File: src/rtl/evt_pkg.sv
`timescale 1ns/1ps
package evt_pkg;
  localparam int NCH = 6;
  localparam int CW  = 8;
  localparam int AW  = 5;
  localparam int DW  = 16;

  localparam logic [AW-1:0] ADDR_STATUS   = AW'(0);
  localparam logic [AW-1:0] ADDR_CNT_BASE = AW'(1);
  localparam logic [AW-1:0] ADDR_CMP_BASE = AW'(8);

  typedef logic [CW-1:0] cnt_t;

  // Next counter value: increment with natural wrap at the counter width.
  function automatic cnt_t next_count(input cnt_t c);
    return c + cnt_t'(1);
  endfunction

  // Compare-match condition evaluated when an edge arrives.
  function automatic logic is_match(input cnt_t c, input cnt_t ref_v);
    return (c == ref_v);
  endfunction

  // Flags that a status write is allowed to clear.
  function automatic logic [NCH-1:0] clear_mask(input logic [NCH-1:0] armed,
                                                input logic [NCH-1:0] wbits);
    return armed & ~wbits;
  endfunction
endpackage

File: src/rtl/evt_edge_sync.sv
`timescale 1ns/1ps
module evt_edge_sync #(
  parameter int W = 6
) (
  input  logic         clk,
  input  logic         rst_n,
  input  logic [W-1:0] raw_in,
  output logic [W-1:0] rise_pulse
);
  for (genvar g = 0; g < W; g++) begin : g_sync
    logic meta_q, sync_q, prev_q;
    always_ff @(posedge clk or negedge rst_n) begin
      if (!rst_n) begin
        meta_q <= 1'b0;
        sync_q <= 1'b0;
        prev_q <= 1'b0;
      end else begin
        meta_q <= raw_in[g];
        sync_q <= meta_q;
        prev_q <= sync_q;
      end
    end
    assign rise_pulse[g] = sync_q & ~prev_q;

    AST_PULSE_SINGLE: assert property (@(posedge clk) disable iff (!rst_n)
      rise_pulse[g] |=> !rise_pulse[g]);
  end
endmodule

File: src/rtl/evt_channel.sv
`timescale 1ns/1ps
module evt_channel
  import evt_pkg::*;
(
  input  logic  clk,
  input  logic  rst_n,
  input  logic  edge_pulse,
  input  logic  cnt_we,
  input  logic  cmp_we,
  input  cnt_t  wr_val,
  input  logic  clr_req,
  output cnt_t  cnt_q,
  output cnt_t  cmp_q,
  output logic  flag_q,
  output logic  set_evt
);
  assign set_evt = edge_pulse & is_match(cnt_q, cmp_q);

  always_ff @(posedge clk or negedge rst_n) begin
    if (!rst_n)            cnt_q <= '0;
    else if (cnt_we)       cnt_q <= wr_val;
    else if (edge_pulse)   cnt_q <= next_count(cnt_q);
  end

  always_ff @(posedge clk or negedge rst_n) begin
    if (!rst_n)      cmp_q <= '0;
    else if (cmp_we) cmp_q <= wr_val;
  end

  // Set has priority over a same-cycle clear.
  always_ff @(posedge clk or negedge rst_n) begin
    if (!rst_n)       flag_q <= 1'b0;
    else if (set_evt) flag_q <= 1'b1;
    else if (clr_req) flag_q <= 1'b0;
  end

  AST_FLAG_RISE_NEEDS_EDGE: assert property (@(posedge clk) disable iff (!rst_n)
    $rose(flag_q) |-> $past(edge_pulse));
  AST_FLAG_HOLD_NO_CLEAR: assert property (@(posedge clk) disable iff (!rst_n)
    (flag_q && !clr_req) |=> flag_q);
  AST_SET_BEATS_CLEAR: assert property (@(posedge clk) disable iff (!rst_n)
    (edge_pulse && (cnt_q == cmp_q) && clr_req) |=> flag_q);
  AST_CNT_STEP: assert property (@(posedge clk) disable iff (!rst_n)
    (edge_pulse && !cnt_we) |=> (cnt_q == cnt_t'($past(cnt_q) + 8'd1)));
  AST_CNT_STILL: assert property (@(posedge clk) disable iff (!rst_n)
    (!edge_pulse && !cnt_we) |=> $stable(cnt_q));
endmodule

File: src/rtl/evt_status_arm.sv
`timescale 1ns/1ps
module evt_status_arm
  import evt_pkg::*;
(
  input  logic           clk,
  input  logic           rst_n,
  input  logic           st_rd,
  input  logic           st_wr,
  input  logic [NCH-1:0] flags,
  input  logic [NCH-1:0] wbits,
  output logic [NCH-1:0] clr_req
);
  logic [NCH-1:0] arm_q;

  // Permission captured on a status read, used up by any status write.
  always_ff @(posedge clk or negedge rst_n) begin
    if (!rst_n)     arm_q <= '0;
    else if (st_wr) arm_q <= '0;
    else if (st_rd) arm_q <= flags;
  end

  assign clr_req = st_wr ? clear_mask(arm_q, wbits) : '0;

  AST_ARM_CONSUMED: assert property (@(posedge clk) disable iff (!rst_n)
    st_wr |=> (arm_q == '0));
  AST_CLR_ONLY_ARMED: assert property (@(posedge clk) disable iff (!rst_n)
    ((clr_req & ~arm_q) == '0));
endmodule

File: src/rtl/evt_match_timer.sv
`timescale 1ns/1ps
module evt_match_timer
  import evt_pkg::*;
(
  input  logic          clk,
  input  logic          rst_n,
  input  logic [5:0]    evt_in,
  input  logic [4:0]    bus_addr,
  input  logic          bus_wr,
  input  logic          bus_rd,
  input  logic [15:0]   bus_wdata,
  output logic [15:0]   bus_rdata
);
  localparam int PADW = DW - NCH;

  logic [NCH-1:0] edge_pulse;
  logic [NCH-1:0] flags;
  logic [NCH-1:0] set_evt;
  logic [NCH-1:0] clr_req;
  logic [NCH-1:0] cnt_we, cmp_we;
  cnt_t           cnt_v [NCH];
  cnt_t           cmp_v [NCH];
  logic           st_rd, st_wr;
  logic           unused_wdata;

  assign unused_wdata = ^bus_wdata[DW-1:CW];
  assign st_rd = bus_rd & (bus_addr == ADDR_STATUS);
  assign st_wr = bus_wr & (bus_addr == ADDR_STATUS);

  evt_edge_sync #(.W(NCH)) u_sync (
    .clk(clk), .rst_n(rst_n), .raw_in(evt_in), .rise_pulse(edge_pulse)
  );

  evt_status_arm u_arm (
    .clk(clk), .rst_n(rst_n), .st_rd(st_rd), .st_wr(st_wr),
    .flags(flags), .wbits(bus_wdata[NCH-1:0]), .clr_req(clr_req)
  );

  for (genvar i = 0; i < NCH; i++) begin : g_ch
    localparam logic [AW-1:0] CNT_ADDR = ADDR_CNT_BASE + AW'(i);
    localparam logic [AW-1:0] CMP_ADDR = ADDR_CMP_BASE + AW'(i);
    assign cnt_we[i] = bus_wr & (bus_addr == CNT_ADDR);
    assign cmp_we[i] = bus_wr & (bus_addr == CMP_ADDR);

    evt_channel u_ch (
      .clk(clk), .rst_n(rst_n), .edge_pulse(edge_pulse[i]),
      .cnt_we(cnt_we[i]), .cmp_we(cmp_we[i]), .wr_val(bus_wdata[CW-1:0]),
      .clr_req(clr_req[i]), .cnt_q(cnt_v[i]), .cmp_q(cmp_v[i]),
      .flag_q(flags[i]), .set_evt(set_evt[i])
    );
  end

  always_comb begin
    bus_rdata = '0;
    if (bus_addr == ADDR_STATUS) bus_rdata = {{PADW{1'b0}}, flags};
    for (int k = 0; k < NCH; k++) begin
      if (bus_addr == ADDR_CNT_BASE + AW'(k)) bus_rdata = {{(DW-CW){1'b0}}, cnt_v[k]};
      if (bus_addr == ADDR_CMP_BASE + AW'(k)) bus_rdata = {{(DW-CW){1'b0}}, cmp_v[k]};
    end
  end

  AST_RSVD_ZERO: assert property (@(posedge clk) disable iff (!rst_n)
    (bus_addr == ADDR_STATUS) |-> (bus_rdata[DW-1:NCH] == '0));
  AST_FLAG_SET_ON_MATCH: assert property (@(posedge clk) disable iff (!rst_n)
    (set_evt != '0) |=> ((flags & $past(set_evt)) == $past(set_evt)));
  AST_FLAGS_NO_SPURIOUS: assert property (@(posedge clk) disable iff (!rst_n)
    ((set_evt == '0) && !st_wr) |=> $stable(flags));
endmodule

File: config.mk
export PLATFORM = sky130hd
export DESIGN_NAME = evt_match_timer
export DESIGN_NICKNAME = d
export VERILOG_FILES = /design/src/rtl/evt_pkg.sv /design/src/rtl/evt_edge_sync.sv /design/src/rtl/evt_channel.sv /design/src/rtl/evt_status_arm.sv /design/src/rtl/evt_match_timer.sv
export SDC_FILE = /design/constraint.sdc
export NUM_CORES = 1
export LEC_CHECK = 0
export BUFFER_PORTS_ARGS = -buffer_cell sky130_fd_sc_hd__buf_2
export CORE_MARGIN = 1
export CORE_UTILIZATION = 50
export DETAILED_ROUTE_END_ITERATION = 10
export PLACE_DENSITY_LB_ADDON = 0.12
export SLEW_MARGIN = 20
export SYNTH_ARGS = -nofsm -noshare
export SYNTH_HDL_FRONTEND = slang
export SYNTH_SLANG_ARGS = --single-unit
File: constraint.sdc
create_clock -name clk -period 2.5 [get_ports clk]
set_clock_uncertainty 0.2 [all_clocks]
set_input_delay 0.125 -clock clk [delete_from_list [all_inputs] [get_ports clk]]
set_output_delay 0.125 -clock clk [all_outputs]
set_load 0.02 [all_outputs]
==> run metrics, run 1 <==
Port Buffers=30; Gate power share=24.0%; number of flops mapped to enable cells by yosys=0; Switching Fraction=33.2%; Reg clk slew, reported paths=0.05 ns; Hold WS=0.0698 ns; # setup viols final=0; # placed instances=922; DRT iter0 DRCs=597; GR Overflow Total=0; pin count of the biggest net entering global routing=59; FMAX=423 MHz; post-synth cell types=60; outcome=finished, final reports clean; gr usage total=28.4%; initial antenna violation count=0; Sink Count=126; DRC viols=0; Min Clock Period, post-route=2.36 ns; Setup crit start kind=flop; GPL Wtd Cong=0.977; final period utilization=94.5%; Max-slew headroom=60.4%; Detail Route Antenna Nets=0; layout overhead on the synthesized area=15.5%; Min-Delay Path Class=in2async; via count=5734; clock tree buffer depth=2; IO Count=47; die height=122 microns; worst reg2reg path depth=5; detailed placement HPWL=13700 microns; Seq cells post-synth=126; flop-to-flop setup slack=0.56 ns; Req. time, crit path=2.17 ns; Worst EP arrival=2.04 ns; RR Startpoint=u_sync.g_sync[5].sync_q; Post-CTS Setup Bufs=0; max cap viols=0; first-pass GRT wire length=31400 microns; Syn Inst Count=733; number of global-route vias before repair=5727; # rows=43; final WL=19500 microns; TritonCTS clock tree=yes; Worst R2R End=g_ch[5].u_ch.cnt_q[7]; RSZ-0062 raised after global routing=false; worst skew pair latency=0.42 ns; total power=8.08 mW; setup TNS=0 ns; wire length per cell=20.2 microns; worst slew pin tran=0.594 ns; WS Path Type=reg2out; Net Switching=2.69 mW; Ant. Diodes=0; sequential area share after synthesis=43.5%; layout cells sized above 1=15.9%; Final Max Tran Viols=0; core footprint=14000 sq um; PwrDens=965 nW/um^2; Mapped Avg Cell Area=9.89 sq um; Pint=5.40 mW; Root Driver=clkbuf_16; synth warn=0; Clock power frac=31.5%; final setup margin=0.137 ns; Synth async-reset ratio=100%; Post-Synthesis Cell Area=7250 sq um; Max FO, Critical Path=5; H-tree Lvls=4; Pre-Repair DR Iteration Count=6; Crit. End Element=primary output; die area=15000 sq um; Initial Utilization=51.8%; sequential share of power=44.5%; P_leak=3.49 nW; Most used DFF post-synth=dfrtp_1; Die X=122 microns; vias per std cell=5.92; dpl ws=0.299 ns; TritonCTS Buffers=17; Peak VDD IR=0.649 mV; Hold Fails Final Rpt=0; Non-Filler Instances=968; NumNets Final=815
## per-layer routing
| metal | up-vias | GRT usage (%) | wire [microns] |
|---|---|---|---|
| li1 | 2682 | - | - |
| met1 | 2845 | 39.6 | 9030 |
| met2 | 180 | 43.3 | 9020 |
| met3 | 27 | 6.04 | 1070 |
| met4 | 0 | 10.1 | 395 |
| met5 | - | 0 | 0 |
## layout make-up
class	instances	area, sq um
clock buffer	22	464
clock inverter	7	138
fill	1196	5610
inverter	1	3.75
multi-input combinational	554	3820
sequential	126	3150
tap	180	225
timing repair buffer	78	572
## synth_stat cells (2+ instances only)
cell / count / area, sq um
nand4_1: 13 / 81.3
mux2_1: 36 / 405
and3b_1: 2 / 17.5
nand2b_1: 11 / 68.8
and4_1: 5 / 43.8
o22ai_1: 7 / 43.8
nor3_1: 6 / 30.0
a31oi_1: 10 / 62.6
buf_6: 2 / 22.5
a21oi_1: 42 / 210
clkbuf_1: 30 / 113
nand3_2: 2 / 20.0
buf_2: 15 / 75.1
buf_4: 12 / 90.1
o22a_1: 4 / 35.0
a32o_1: 4 / 40.0
and2_1: 6 / 37.5
xnor2_1: 43 / 377
nand2_2: 5 / 31.3
and3_1: 9 / 56.3
a32oi_1: 3 / 26.3
nand3_1: 36 / 180
o21ai_0: 32 / 160
dfrtp_1: 126 / 3150
o211ai_1: 4 / 30.0
mux2i_1: 7 / 70.1
or3b_1: 2 / 17.5
nor2_1: 51 / 191
o21ai_1: 17 / 85.1
nand2_1: 49 / 184
or4_1: 2 / 15.0
nor3b_4: 2 / 37.5
nor4_1: 6 / 37.5
nor3b_2: 2 / 25.0
o221ai_1: 4 / 35.0
mux2_2: 21 / 236
a22oi_1: 5 / 37.5
a222oi_1: 4 / 40.0
xor2_1: 48 / 420
nor2b_1: 23 / 144
ha_1: 6 / 75.1
## sequential cells by signal, summed over array words and instances (netlist names)
register,flops
g_ch.u_ch.cmp_q,48
g_ch.u_ch.cnt_q,48
g_ch.u_ch.flag_q,6
u_arm.arm_q,6
u_sync.g_sync.meta_q,6
u_sync.g_sync.prev_q,6
u_sync.g_sync.sync_q,6
## logic make-up after synthesis
kind of cell | share of synthesized area, %
XOR/XNOR | 11.0
buffers and inverters | 4.19
AND/OR/NAND/NOR | 17.6
flip-flops | 43.5
multiplexers | 10.3
AO/OA/AOI/OAI | 12.3
adder cells (fa/ha/maj) | 1.04
other | 0.0517
## worst max-delay path, cell delays in order (launching register included)
cell and delay (ns):
dfrtp_1 0.46, nor2b_1 0.07, o21ai_0 0.19, o21ai_1 0.12, or4_1 0.47, nand3_1 0.13
buf_2 0.18
## worst max path at each step
stage / startpoint / endpoint / slack [ns] / cells after the start
floorplan: bus_addr[0] / bus_rdata[0] / 0.50 / 7
detailed placement: bus_addr[1] / bus_rdata[0] / 0.30 / 8
global route: g_ch[4].u_ch.cnt_q[5] / bus_rdata[5] / 0.01 / 6
global placement: bus_addr[1] / bus_rdata[7] / 0.31 / 8
finish: g_ch[4].u_ch.cnt_q[5] / bus_rdata[5] / 0.14 / 6
CTS: g_ch[4].u_ch.cnt_q[4] / bus_rdata[4] / 0.12 / 6
## timing repair
item | 4_1_cts | 5_1_grt
hold endpoints to repair | 159 | 0
hold buffers | 17 | 0
resized for setup | 0 | 1
setup endpoints to repair | 0 | 1
## per-stage QoR
stage               util [%]  area, sq um
floorplan                  -         7280
global placement        54.4         7600
detailed placement      54.4         7600
CTS                     59.9         8380
global route            59.9         8380
finish                  59.9         8380
## cells in the final DEF, fill, tap and decap left out, types with 23 or more instances in the layout
master / instances
buf_4: 30
o21ai_0: 32
nand2_1: 49
xnor2_1: 43
a21oi_1: 42
nand3_1: 36
dfrtp_1: 125
xor2_1: 48
nor2_1: 51
nor2b_1: 23
buf_2: 29
mux2_1: 36
## power by group through the flow
stage | clock, mW | sequential, mW | combinational, mW
2_1_floorplan | 0 | 3.26 | 1.57
3_3_place_gp | 0 | 3.58 | 1.83
3_5_place_dp | 0 | 3.61 | 1.91
4_1_cts | 2.59 | 3.59 | 1.95
5_1_grt | 2.69 | 3.69 | 2.15
6_report | 2.55 | 3.60 | 1.94
No activity file was read; power rests on OpenSTA's default activity.
==> run 2, diff against run 1 <==
--- a/config.mk
+++ b/config.mk
@@ -5,6 +5,7 @@
 export SDC_FILE = /design/constraint.sdc
 export NUM_CORES = 1
 export LEC_CHECK = 0
+export ABC_AREA = 1
 export BUFFER_PORTS_ARGS = -buffer_cell sky130_fd_sc_hd__buf_2
 export CORE_MARGIN = 1
 export CORE_UTILIZATION = 50
==> constraint.sdc (replaced) <==
create_clock -name clk -period 2.4 [get_ports clk]
set_clock_uncertainty 0.2 [all_clocks]
set_input_delay 0.12 -clock clk [delete_from_list [all_inputs] [get_ports clk]]
set_output_delay 0.12 -clock clk [all_outputs]
set_load 0.02 [all_outputs]
==> run metrics, run 2 <==
WS Path Type=reg2out; Worst EP arrival=1.86 ns; Reg clk slew, reported paths=0.05 ns; Seq cells post-synth=126; final core occ=59.2%; Worst R2R End=g_ch[4].u_ch.cnt_q[6]; Synth async-reset ratio=100%; pin count of the biggest net entering global routing=66; Hold Fails Final Rpt=0; CP max stage delay=0.46 ns; number of flops mapped to enable cells by yosys=0; Worst Setup SP=g_ch[0].u_ch.cnt_q[0]; Ant. Diodes=0; initial antenna violation count=0; via count=6213; top-count cell post-synth=nand2_1; Syn Inst Count=872; Synth top cells by count=218 x nand2_1, 126 x dfrtp_1, 94 x inv_1; clock tree buffer depth=2; DP Area=7390 sq um; # rows=43; dominant cell type by area after synthesis=dfrtp_1; commonest non-fill, non-tap cell in the layout=nand2_1; Die X=121 microns; Root Driver=clkbuf_16; FMAX=459 MHz; critical path's top delay family=simple AND/OR/NAND/NOR gates; vias per std cell=5.59; Most used DFF post-synth=dfrtp_1; Post-Synthesis Cell Area=7110 sq um; Req. time, crit path=2.08 ns; Detail Route Antenna Nets=0; Critical Path Stages=9; detailed placement HPWL=14000 microns; Sink Count=126; critical path's slowest cell=dfrtp_1; die area=14700 sq um; Crit. End Element=primary output; flop-to-flop setup slack=0.57 ns; worst setup path end=bus_rdata[0]; number of global-route vias before repair=5892; DRT iter0 DRCs=556; Min-Delay Path Class=in2async; Setup crit start kind=flop; GPL Wtd Cong=0.956; outcome=finished, final reports clean; Min Clock Period, post-route=2.18 ns; synth warn=0; Initial Utilization=51.2%; first-pass GRT wire length=31500 microns; Final Max Tran Viols=0; CTS Hold Bufs=13; Max FO, Critical Path=6; layout cells sized above 1=12.9%; NumNets Final=956; worst skew pair latency=0.42 ns; worst path bufs/invs=1; wire length per cell=17.8 microns; layout overhead on the synthesized area=15.5%; top flop regs=g_ch.u_ch.cmp_q (48), g_ch.u_ch.cnt_q (48); post-synth cell types=40; H-tree Lvls=4; crit-path cells=nand4_1 -> nand3_1 -> nor2_1 -> nand4_1 -> nand2_1 -> nand4_1 -> nand2_1 -> nand2_1 -> buf_2; fin area=8210 sq um; worst reg2reg path depth=7; top cells by area, synth=dfrtp_1 44%, nand2_1 12%, xor2_1 6.7%; DRC viols=0; IO Count=47; Max-slew headroom=49.3%; final WL=19800 microns; most frequent cells in the layout=218 x nand2_1, 126 x dfrtp_1, 94 x inv_1, 69 x nor2_1, 54 x xor2_1; setup TNS=0 ns; TritonCTS Buffers=17; PwrDens=1000 nW/um^2; core footprint=13900 sq um; cts repair resizes=0; worst slew pin tran=0.759 ns; Peak VDD IR=0.677 mV; die height=121 microns; TritonCTS clock tree=yes; final period utilization=90.7%; Mapped Avg Cell Area=8.16 sq um; P_leak=3.91 nW; Post-CTS Setup Bufs=0; # setup viols final=0; sequential area share after synthesis=44.3%; Pre-Repair DR Iteration Count=5; gr usage total=28.8%; RSZ-0062 raised after global routing=false; RR Startpoint=u_sync.g_sync[4].sync_q; max cap viols=0; Port Buffers=30; GR Overflow Total=0; area fraction of the dominant cell type after synthesis=44.3%
run 2: changes by cell type after synthesis, moves of 17 or more:
cell,change
inv_1,+93
nor2_1,+18
xnor2_1,-33
mux2_1,-36
nor2b_1,-23
clkbuf_1,-26
nand4_1,+19
o221ai_1,+17
mux2_2,-21
a21oi_1,-20
nand2_1,+169
run 2: power by group:
group	switching [mW]	internal, mW	total, mW
Combinational	1.03	0.767	1.80
Clock	0.935	2.08	3.01
Sequential	0.757	2.67	3.43
Total	2.72	5.51	8.23
run 2: how the worst min path moves through the flow:
stage,end,slack [ns],from
global route,u_sync.g_sync[1].meta_q,0.05,rst_n
floorplan,g_ch[0].u_ch.cmp_q[0],-0.38,rst_n
detailed placement,u_sync.g_sync[1].meta_q,-0.1,rst_n
CTS,g_ch[5].u_ch.cmp_q[0],0.03,bus_wr
global placement,u_sync.g_sync[1].meta_q,-0.1,rst_n
finish,u_sync.g_sync[1].meta_q,0.02,rst_n
run 2: logic make-up after synthesis:
| family | share of synthesized area, % |
|---|---|
| DFF | 44.3 |
| buffers and inverters | 7.99 |
| AOI/OAI and AO/OA | 11.6 |
| and+or+nand+nor | 27.1 |
| adders and majority gates | 1.06 |
| other | 0.0527 |
| xor gates and xnor gates | 7.88 |
run 2: layout make-up:
| class | instances | area [sq um] |
|---|---|---|
| fill | 1239 | 5670 |
| clock inverter | 11 | 236 |
| inverter | 102 | 385 |
| tap | 180 | 225 |
| timing repair buffer | 49 | 344 |
| multi-input combinational | 623 | 3420 |
| clock buffer | 21 | 450 |
| sequential | 126 | 3150 |
run 2: per-stage QoR:
step | instances | setup WS [ns] | hold WS (ns) | power [mW]
after floorplan | 879 | 0.904 | -0.376 | 4.55
after global placement | 1067 | 0.497 | -0.0967 | 5.08
after detailed placement | 1067 | 0.457 | -0.0959 | 5.17
after CTS | 1112 | 0.235 | 0.0259 | 8.22
after global routing | 1112 | 0.0699 | 0.0541 | 8.68
final | 1112 | 0.224 | 0.0245 | 8.23
run 2: per-layer routing:
metal	track usage, %	wire [microns]	vias to the layer above
met5	0	0	-
met4	11.2	487	0
met2	42.9	8920	228
met3	5.92	1220	38
li1	-	-	2943
met1	41.1	9200	3004
==> run 3, diff against run 2 <==
--- a/config.mk
+++ b/config.mk
@@ -14,4 +14,5 @@
 export SLEW_MARGIN = 20
 export SYNTH_ARGS = -nofsm -noshare
 export SYNTH_HDL_FRONTEND = slang
+export SYNTH_HIERARCHICAL = 1
 export SYNTH_SLANG_ARGS = --single-unit
==> run metrics, run 3 <==
FMAX=430 MHz; Hold Fails Final Rpt=0; die area=15800 sq um; commonest non-fill, non-tap cell in the layout=nand2_1; Net Switching=2.68 mW; worst skew pair latency=0.43 ns; max cap viols=0; final period utilization=96.9%; TritonCTS Buffers=17; Root Driver=clkbuf_16; Post-Synthesis Cell Area=7660 sq um; critical path's slowest cell=dfrtp_1; setup TNS=0 ns; most frequent cells in the layout=375 x nand2_1, 127 x inv_1, 124 x dfrtp_1, 79 x nand3_1, 68 x nor2_1; Min Clock Period, post-route=2.32 ns; Reg clk slew, reported paths=0.05 ns; DP Area=8100 sq um; Final Max Tran Viols=0; gr usage total=28.5%; worst slew pin tran=0.814 ns; final WL=21000 microns; first-pass GRT wire length=34300 microns; Non-Filler Instances=1365; Sink Count=126; sequential share of power=44.1%; Pint=4.91 mW; layout overhead on the synthesized area=16.3%; GPL Wtd Cong=0.867; Syn Inst Count=1098; Clock power frac=33.6%; PwrDens=852 nW/um^2; Gate power share=22.3%; Mapped Avg Cell Area=6.98 sq um; # rows=44; Worst EP arrival=2.00 ns; Switching Fraction=35.4%; Req. time, crit path=2.08 ns; outcome=finished, final reports clean; Min-Delay Path Class=in2async; Crit. End Element=primary output; GR Overflow Total=0; critical path's top delay family=simple AND/OR/NAND/NOR gates; H-tree Lvls=4; top flop regs=g_ch.u_ch/cmp_q (48), g_ch.u_ch/cnt_q (48); total power=7.59 mW; Setup crit start kind=flop; met3 WL=1380 microns; NumNets Final=1205; flop-to-flop setup slack=0.88 ns; number of global-route vias before repair=6615; pin count of the biggest net entering global routing=34; Max FO, Critical Path=6; P_leak=4.32 nW; top layer in use=met4; RSZ-0062 raised after global routing=false; Worst Setup SP=g_ch[0].u_ch/cnt_q[1]; # placed instances=1313; Pre-Repair DR Iteration Count=5; Ant. Diodes=0; Port Buffers=30; worst reg2reg path depth=7; Die X=126 microns; Hold WS=0.0658 ns; final core occ=60.4%; DRT iter0 DRCs=581; worst path bufs/invs=1; WS Path Type=reg2out; Max-slew headroom=45.6%; # setup viols final=0; Initial Utilization=51.9%; core footprint=14800 sq um; die height=126 microns; clock tree buffer depth=2; Worst R2R End=g_ch[3].u_ch/flag_q; wire length per cell=15.4 microns; IO Count=47; Detail Route Antenna Nets=0; initial antenna violation count=0; Met2 Wirelength=9590 microns; final setup margin=0.0755 ns; vias per std cell=5.23; via count=7145; RR Startpoint=u_sync/g_sync[3].prev_q; dpl ws=0.356 ns; M1 wire length=9750 microns; synth warn=6; crit-path cells=nand4_1 -> nand2_1 -> nor2_1 -> nand3_1 -> nand2_1 -> nand4_1 -> nor2_1 -> nand4_1 -> buf_2; TritonCTS clock tree=yes; layout cells sized above 1=13.7%; Peak VDD IR=0.505 mV; CP max stage delay=0.45 ns; Worst path most repeated cell=nand4_1; DRC viols=0; fin area=8910 sq um; detailed placement HPWL=14200 microns
## run 3: worst reg2reg max path, delay by kind of cell, from the launching register on
family          cells  cell delay (ns)
compound gates      1             0.11
simple gates        5             0.69
buf+inv             1             0.09
flops               1             0.37
## run 3: final cells by class
class / instances / area, sq um
tap: 184 / 230
clock inverter: 10 / 113
multi-input combinational: 780 / 3750
inverter: 170 / 638
fill: 1352 / 5840
sequential: 126 / 3160
timing repair buffer: 73 / 547
clock buffer: 22 / 474
## run 3: timing repair
item / in CTS / in global routing
gates resized for setup: 0 / 6
endpoints found under the hold margin: 203 / 0
setup buffers: 0 / 2
hold buffers: 18 / 0
setup endpoints to repair: 0 / 2
## run 3: routing by layer
| metal | track usage [%] | vias to the layer above |
|---|---|---|
| met5 | 0 | - |
| met4 | 8.08 | 0 |
| met3 | 5.31 | 26 |
| met2 | 45.5 | 221 |
| met1 | 39.7 | 3293 |
| li1 | - | 3605 |
## run 3: power groups by stage
stage          Combinational (mW)  Sequential [mW]  Clock, mW
6_report                     1.70             3.35       2.55
5_1_grt                      2.00             3.43       2.70
4_1_cts                      1.68             3.34       2.61
3_5_place_dp                 1.64             3.37          0
3_3_place_gp                 1.60             3.36          0
2_1_floorplan                1.32             3.09          0
## run 3: how the worst max path moves through the flow
stage	to	slack, ns	cells after the start
floorplan	g_ch[4].u_ch/cnt_q[7]	0.65	12
global placement	g_ch[4].u_ch/cnt_q[7]	0.36	14
detailed placement	bus_rdata[0]	0.36	11
CTS	bus_rdata[4]	0.03	9
global route	bus_rdata[5]	0.0004	9
finish	bus_rdata[1]	0.08	9
